$ cat src/rtl/sb_pkg.sv
package sb_pkg;
  localparam int unsigned SB_DEPTH  = 8;
  localparam int unsigned SB_AW     = 16;
  localparam int unsigned SB_DW     = 32;
  localparam int unsigned SB_LINE_W = 2;

  typedef struct packed {
    logic owned;
    logic asked;
  } sb_flags_t;
endpackage

$ cat src/rtl/sb_fwd_unit.sv
module sb_fwd_unit #(
  parameter int unsigned DEPTH = sb_pkg::SB_DEPTH,
  parameter int unsigned AW    = sb_pkg::SB_AW,
  parameter int unsigned DW    = sb_pkg::SB_DW,
  localparam int unsigned MW   = DW / 8
) (
  input  logic [DEPTH-1:0] vld_i,          // age order, 0 = oldest
  input  logic [AW-1:0]    addr_i [DEPTH],
  input  logic [DW-1:0]    data_i [DEPTH],
  input  logic [MW-1:0]    mask_i [DEPTH],
  input  logic             ld_valid_i,
  input  logic [AW-1:0]    ld_addr_i,
  input  logic [MW-1:0]    ld_mask_i,
  output logic             hit_o,
  output logic             stall_o,
  output logic [DW-1:0]    data_o
);
  logic          found;
  logic [DW-1:0] sel_data;
  logic [MW-1:0] sel_mask;
  logic          covered;

  // scan oldest to youngest, last match wins
  always_comb begin
    found    = 1'b0;
    sel_data = '0;
    sel_mask = '0;
    for (int k = 0; k < DEPTH; k++) begin
      if (vld_i[k] && addr_i[k] == ld_addr_i) begin
        found    = 1'b1;
        sel_data = data_i[k];
        sel_mask = mask_i[k];
      end
    end
  end

  assign covered = (ld_mask_i & ~sel_mask) == '0;
  assign hit_o   = ld_valid_i && found && covered;
  assign stall_o = ld_valid_i && found && !covered;
  assign data_o  = hit_o ? sel_data : '0;
endmodule

$ cat src/rtl/sb_req_pick.sv
module sb_req_pick #(
  parameter int unsigned DEPTH  = sb_pkg::SB_DEPTH,
  parameter int unsigned AW     = sb_pkg::SB_AW,
  parameter int unsigned LINE_W = sb_pkg::SB_LINE_W,
  localparam int unsigned IW    = $clog2(DEPTH),
  localparam int unsigned LW    = AW - LINE_W
) (
  input  logic [DEPTH-1:0]       vld_i,     // age order, 0 = oldest
  input  sb_pkg::sb_flags_t      flags_i [DEPTH],
  input  logic [AW-1:0]          addr_i  [DEPTH],
  output logic                   req_valid_o,
  output logic [IW-1:0]          req_age_o,
  output logic [LW-1:0]          req_line_o
);
  always_comb begin
    req_valid_o = 1'b0;
    req_age_o   = '0;
    req_line_o  = '0;
    // descending scan so the oldest candidate is taken last
    for (int k = DEPTH - 1; k >= 0; k--) begin
      if (vld_i[k] && !flags_i[k].owned && !flags_i[k].asked) begin
        req_valid_o = 1'b1;
        req_age_o   = IW'(k);
        req_line_o  = addr_i[k][AW-1:LINE_W];
      end
    end
  end
endmodule

$ cat src/rtl/sb_store_buffer.sv
module sb_store_buffer #(
  parameter int unsigned DEPTH  = sb_pkg::SB_DEPTH,   // power of two
  parameter int unsigned AW     = sb_pkg::SB_AW,
  parameter int unsigned DW     = sb_pkg::SB_DW,
  parameter int unsigned LINE_W = sb_pkg::SB_LINE_W,
  localparam int unsigned MW    = DW / 8,
  localparam int unsigned LW    = AW - LINE_W
) (
  input  logic          clk_i,
  input  logic          rst_ni,
  input  logic          st_valid_i,
  output logic          st_ready_o,
  input  logic [AW-1:0] st_addr_i,
  input  logic [DW-1:0] st_data_i,
  input  logic [MW-1:0] st_mask_i,
  input  logic          retire_i,
  input  logic          flush_i,
  input  logic          ld_valid_i,
  input  logic [AW-1:0] ld_addr_i,
  input  logic [MW-1:0] ld_mask_i,
  output logic          ld_hit_o,
  output logic          ld_stall_o,
  output logic [DW-1:0] ld_data_o,
  output logic          own_req_valid_o,
  input  logic          own_req_ready_i,
  output logic [LW-1:0] own_req_line_o,
  input  logic          own_gnt_valid_i,
  input  logic [LW-1:0] own_gnt_line_i,
  output logic          cm_valid_o,
  input  logic          cm_ready_i,
  output logic [AW-1:0] cm_addr_o,
  output logic [DW-1:0] cm_data_o,
  output logic [MW-1:0] cm_mask_o
);
  import sb_pkg::*;

  localparam int unsigned IW = $clog2(DEPTH);
  localparam int unsigned CW = $clog2(DEPTH + 1);

  logic [AW-1:0] addr_q [DEPTH];
  logic [DW-1:0] data_q [DEPTH];
  logic [MW-1:0] mask_q [DEPTH];
  sb_flags_t     flg_q  [DEPTH];
  logic [IW-1:0] head_q;
  logic [CW-1:0] count_q;
  logic [CW-1:0] ret_cnt_q;   // retired entries form a prefix from head

  // age-ordered views
  logic [DEPTH-1:0] age_vld;
  logic [AW-1:0]    age_addr [DEPTH];
  logic [DW-1:0]    age_data [DEPTH];
  logic [MW-1:0]    age_mask [DEPTH];
  sb_flags_t        age_flg  [DEPTH];
  logic [DEPTH-1:0] slot_vld;
  logic [IW-1:0]    slot_age [DEPTH];

  for (genvar k = 0; k < DEPTH; k++) begin : g_age
    logic [IW-1:0] slot;
    assign slot        = head_q + IW'(k);
    assign age_vld[k]  = CW'(k) < count_q;
    assign age_addr[k] = addr_q[slot];
    assign age_data[k] = data_q[slot];
    assign age_mask[k] = mask_q[slot];
    assign age_flg[k]  = flg_q[slot];
    assign slot_age[k] = IW'(k) - head_q;
    assign slot_vld[k] = CW'(slot_age[k]) < count_q;
  end

  sb_fwd_unit #(.DEPTH(DEPTH), .AW(AW), .DW(DW)) fwd_i (
    .vld_i      (age_vld),
    .addr_i     (age_addr),
    .data_i     (age_data),
    .mask_i     (age_mask),
    .ld_valid_i (ld_valid_i),
    .ld_addr_i  (ld_addr_i),
    .ld_mask_i  (ld_mask_i),
    .hit_o      (ld_hit_o),
    .stall_o    (ld_stall_o),
    .data_o     (ld_data_o)
  );

  logic [IW-1:0] req_age;
  sb_req_pick #(.DEPTH(DEPTH), .AW(AW), .LINE_W(LINE_W)) pick_i (
    .vld_i       (age_vld),
    .flags_i     (age_flg),
    .addr_i      (age_addr),
    .req_valid_o (own_req_valid_o),
    .req_age_o   (req_age),
    .req_line_o  (own_req_line_o)
  );

  logic          req_fire, st_fire, cm_fire, ret_do;
  logic [IW-1:0] req_slot, tail;
  logic [CW-1:0] ret_next;

  assign st_ready_o = !flush_i && (count_q < CW'(DEPTH));
  assign st_fire    = st_valid_i && st_ready_o;
  assign req_fire   = own_req_valid_o && own_req_ready_i;
  assign req_slot   = head_q + req_age;
  assign tail       = head_q + count_q[IW-1:0];

  assign cm_valid_o = (ret_cnt_q != '0) && flg_q[head_q].owned;
  assign cm_addr_o  = addr_q[head_q];
  assign cm_data_o  = data_q[head_q];
  assign cm_mask_o  = mask_q[head_q];
  assign cm_fire    = cm_valid_o && cm_ready_i;

  assign ret_do   = retire_i && (ret_cnt_q < count_q);
  assign ret_next = ret_cnt_q + CW'(ret_do) - CW'(cm_fire);

  always_ff @(posedge clk_i or negedge rst_ni) begin
    if (!rst_ni) begin
      head_q    <= '0;
      count_q   <= '0;
      ret_cnt_q <= '0;
    end else begin
      head_q    <= head_q + IW'(cm_fire);
      ret_cnt_q <= ret_next;
      count_q   <= flush_i ? ret_next : count_q + CW'(st_fire) - CW'(cm_fire);
    end
  end

  always_ff @(posedge clk_i or negedge rst_ni) begin
    if (!rst_ni) begin
      for (int s = 0; s < DEPTH; s++) begin
        addr_q[s] <= '0;
        data_q[s] <= '0;
        mask_q[s] <= '0;
        flg_q[s]  <= '0;
      end
    end else begin
      for (int s = 0; s < DEPTH; s++) begin
        if (st_fire && tail == IW'(s)) begin
          addr_q[s]       <= st_addr_i;
          data_q[s]       <= st_data_i;
          mask_q[s]       <= st_mask_i;
          flg_q[s].owned  <= own_gnt_valid_i && st_addr_i[AW-1:LINE_W] == own_gnt_line_i;
          flg_q[s].asked  <= 1'b0;
        end else begin
          if (own_gnt_valid_i && slot_vld[s] && addr_q[s][AW-1:LINE_W] == own_gnt_line_i)
            flg_q[s].owned <= 1'b1;
          if (req_fire && req_slot == IW'(s))
            flg_q[s].asked <= 1'b1;
        end
      end
    end
  end
endmodule

$ cat config.mk
export PLATFORM = sky130hd
export DESIGN_NAME = sb_store_buffer
export DESIGN_NICKNAME = d
export VERILOG_FILES = /design/src/rtl/sb_pkg.sv /design/src/rtl/sb_fwd_unit.sv /design/src/rtl/sb_req_pick.sv /design/src/rtl/sb_store_buffer.sv
export SDC_FILE = /design/constraint.sdc
export NUM_CORES = 2
export LEC_CHECK = 0
export ABC_AREA = 0
export BUFFER_PORTS_ARGS = -buffer_cell sky130_fd_sc_hd__buf_4
export CAP_MARGIN = 20
export CORE_ASPECT_RATIO = 1.4
export CORE_MARGIN = 2
export CORE_UTILIZATION = 41
export DETAILED_ROUTE_END_ITERATION = 8
export GPL_TIMING_DRIVEN = 0
export PLACE_DENSITY = 0.65
export SYNTH_ARGS = -nofsm -noshare
export SYNTH_HDL_FRONTEND = slang
export SYNTH_HIERARCHICAL = 1
export SYNTH_SLANG_ARGS = --single-unit
$ cat constraint.sdc
create_clock -name clk_i -period 5 [get_ports clk_i]
set_input_delay 0 -clock clk_i [delete_from_list [all_inputs] [get_ports clk_i]]
set_output_delay 0 -clock clk_i [all_outputs]
set_load 0.02 [all_outputs]
==> results by group <==
Outcome
  – Status: finished, violations left
  – Failing checks: negative setup slack

GRT
  – Vias in the first global route: 35,500
  – Largest net degree at the start of global routing: 122
  – Antenna violations before repair: 12
  – First-pass GRT wire length: 253,000 um
  – GR Overflow Total: 0
  – GRT Overall Usage: 34.3%

Worst setup path
  – RR Startpoint: head_q[1]
  – CP arrival: 6.07 ns
  – Worst Path Max Fanout: 10
  – Worst setup SP type: flop
  – Critical path class: flop to output port
  – CP endpoint kind: output port
  – Worst EP required: 5.00 ns
  – R2R setup slack: 0.10 ns
  – Reg2reg end: flg_q[2]
  – R2R depth: 19

Drt
  – Drt drc: 0
  – Vias/cell: 6.70
  – Vias: 35,800
  – Routed WL: 178,000 um
  – Final antenna-violating net count: 0
  – Drt wl/cell: 33.3 um
  – Drt initial violations: 4,303
  – TritonRoute pass-1 iters: 6

STA
  – Worst hold margin: 0.0316 ns
  – Peak Freq: 0.165 GHz
  – Final worst path period share: 121%
  – RSZ-0062 raised after global routing: yes
  – Setup tns final: -33.50 ns
  – # setup viols final: 36
  – Skew final: 0.0208 ns
  – Tightest Pin Transition: 1.20 ns
  – Hold Violations, Final: 0
  – Final WS setup: -1.07 ns
  – Slew Limit Headroom: 20.2%
  – Slew Viols, Final: 0
  – Post-layout minimum cycle time: 6.07 ns

Clock tree
  – Cts bufs inserted: 48
  – CTS tree: done
  – TritonCTS sink count: 443
  – Worst skew pair latency: 0.65 ns
  – CTS Root Cell: clkbuf_16
  – Reg clk slew, reported paths: 0.07 ns
  – Max H-tree Level: 2
  – Max clock buf depth: 3

Yosys
  – Synth async-reset ratio: 100%
  – Post-synthesis simple-gate area fraction: 11.4%
  – Top FF cell, synth: dfrtp_1
  – Largest family of logic cells by synthesized area: multiplexers
  – Syn_nets: 3,767
  – Yosys top cell area share: 27.1%
  – Leading area contributor after synthesis: dfrtp_1
  – Compound-gate portion of the synthesized area: 7.60%
  – Synth Cell Area: 40,900 um2
  – Post-synth cell types: 87
  – Xor-xnor portion of the synthesized cell area: 5.75%
  – Synth top area cells: dfrtp_1 (27%), mux4_2 (24%), mux2_2 (16%)
  – Seq/Total Area, Yosys: 27.1%
  – Cells after Synth: 3,636
  – #FFs+latches synth: 443
  – Multiplexer share of the synthesized area: 41.1%
  – Yosys warning count: 6
  – Mean area per synthesized cell: 11.3 um2
  – Synth Area in Adders: 1.19%
  – EDFF count, synth: 0

Floorplanning
  – I/O pin count: 198
  – Site Rows: 137
  – Core Footprint: 99,200 um2
  – Die Y: 378 um
  – Initial core utilization: 41.3%
  – Die area: 102,000 um2
  – DIE WIDTH: 271 um

Worst hold path
  – Hold EP: flg_q[11]
  – Hold Crit Depth: 5
  – Worst min path class: input port to flop
  – Hold_sp: own_gnt_line_i[8]

Run
  – Max Cap Viol: 0

Placed design
  – IO buf count: 152
  – Pre-CTS setup slack: -5.01 ns
  – GP Congestion: 1.10
  – Dpl hpwl: 131,000 um
  – DP Cell Count: 5,119

Final layout
  – Area grow syn2layout: 18.7%
  – Post-route insts no fill: 5,345
  – Commonest non-fill, non-tap cells in the layout: nand2_1 (688), mux2_2 (571), dfrtp_1 (441), mux4_2 (428), buf_4 (282)
  – Nets: 4,113
  – Share of cells above drive strength 1: 45.8%
  – Commonest non-fill, non-tap cell in the layout: nand2_1
[worst max-delay path, stage by stage (launching register included)]
cell,delay (ns)
dfrtp_2,0.45
buf_6,0.14
buf_8,0.13
buf_12,0.12
buf_12,0.12
buf_16,0.13
inv_8,0.05
ha_4,0.12
xnor2_1,0.13
inv_2,0.36
buf_2,0.36
nand2_1,0.12
nand2_2,0.19
xnor2_2,0.15
nand4_1,0.40
nor4_4,0.49
and3_4,0.33
buf_8,0.13
buf_12,0.10
buf_12,0.13
clkbuf_8,0.19
a21o_1,0.12
o21ai_0,0.07
a21o_1,0.21
nor4_4,0.41
buf_4,0.22
[logic make-up (layout without fill, tap and decap cells)]
logic type | count (synthesis) | count (layout)
AO/OA/AOI/OAI | 391 | 391
XOR/XNOR | 267 | 267
adder cells (fa/ha/maj) | 36 | 36
buffers and inverters | 437 | 820
flip-flops | 443 | 443
multiplexers | 1069 | 1069
other | 0 | 6
AND/OR/NAND/NOR | 993 | 993
[routing by layer]
layer | GRT usage [%] | share of wire [%] | routed length, um
met3 | 9.70 | 10 | 18500
met5 | 0.431 | 0.034 | 61
met4 | 27.8 | 10 | 18100
met1 | 38.6 | 34 | 60300
met2 | 54.3 | 46 | 81200
[how the worst max path moves through the flow]
| stage | start | end | slack, ns | depth (start not counted) |
|---|---|---|---|---|
| after detailed placement | head_q[0] | ld_data_o[0] | -5.01 | 25 |
| after floorplan | head_q[0] | ld_data_o[0] | -0.08 | 23 |
| final | head_q[0] | ld_data_o[20] | -1.07 | 25 |
| after CTS | head_q[0] | ld_data_o[0] | -0.98 | 25 |
| after global routing | head_q[2] | ld_data_o[28] | -0.97 | 18 |
| after global placement | head_q[0] | ld_data_o[0] | -5.12 | 25 |
[layout make-up]
type	instances	area [um2]
multi-input cells	2756	28400
clock inverters	27	404
fillers	9011	50600
repair buffers	303	2760
clock buffers	60	1320
flip-flops and latches	443	11100
diodes	6	15.0
plain buffers	395	2820
inverters	35	141
well taps	1320	1650
[Yosys cell counts (all sizes together) (3+ instances only)]
master	n
inv	35
o221a	34
nand4	40
mux2	632
fa	5
nand3	64
a311o	3
clkbuf	121
o211ai	14
a32oi	13
ha	31
buf	281
nor3b	7
xor2	88
nor4	57
o21ai	45
mux2i	9
a21boi	4
a21o	66
nor2	34
dfrtp	443
o31a	5
nand2	710
a221oi	14
a311oi	35
or2	3
o2111ai	40
o221ai	15
or4	6
a21oi	23
mux4	428
or3b	8
a31o	13
xnor2	179
nor3	49
a22oi	50
a31oi	3
[stage by stage]
step,utilization [%],instance area [um2]
floorplan,-,41000
global placement,44.2,43800
detailed placement,44.4,44000
CTS,48.1,47800
global route,49.0,48600
finish,49.0,48600
[flip-flops by register name (all words and copies together) (netlist names)]
name and count:
data_q 256, addr_q 128, mask_q 32, flg_q 16, count_q 4, ret_cnt_q 4, head_q 3
[what timing repair did]
action	4_1_cts	5_1_grt
gates cloned	2	0
endpoints found under the setup margin	61	53
gates resized for setup	259	164
setup buffers	44	35
hold buffers	59	0
pin swaps	39	36
hold endpoints to repair	582	0
Power is not shown: default switching activity piles up to over one toggle a cycle in this logic, so the estimate is an artifact.
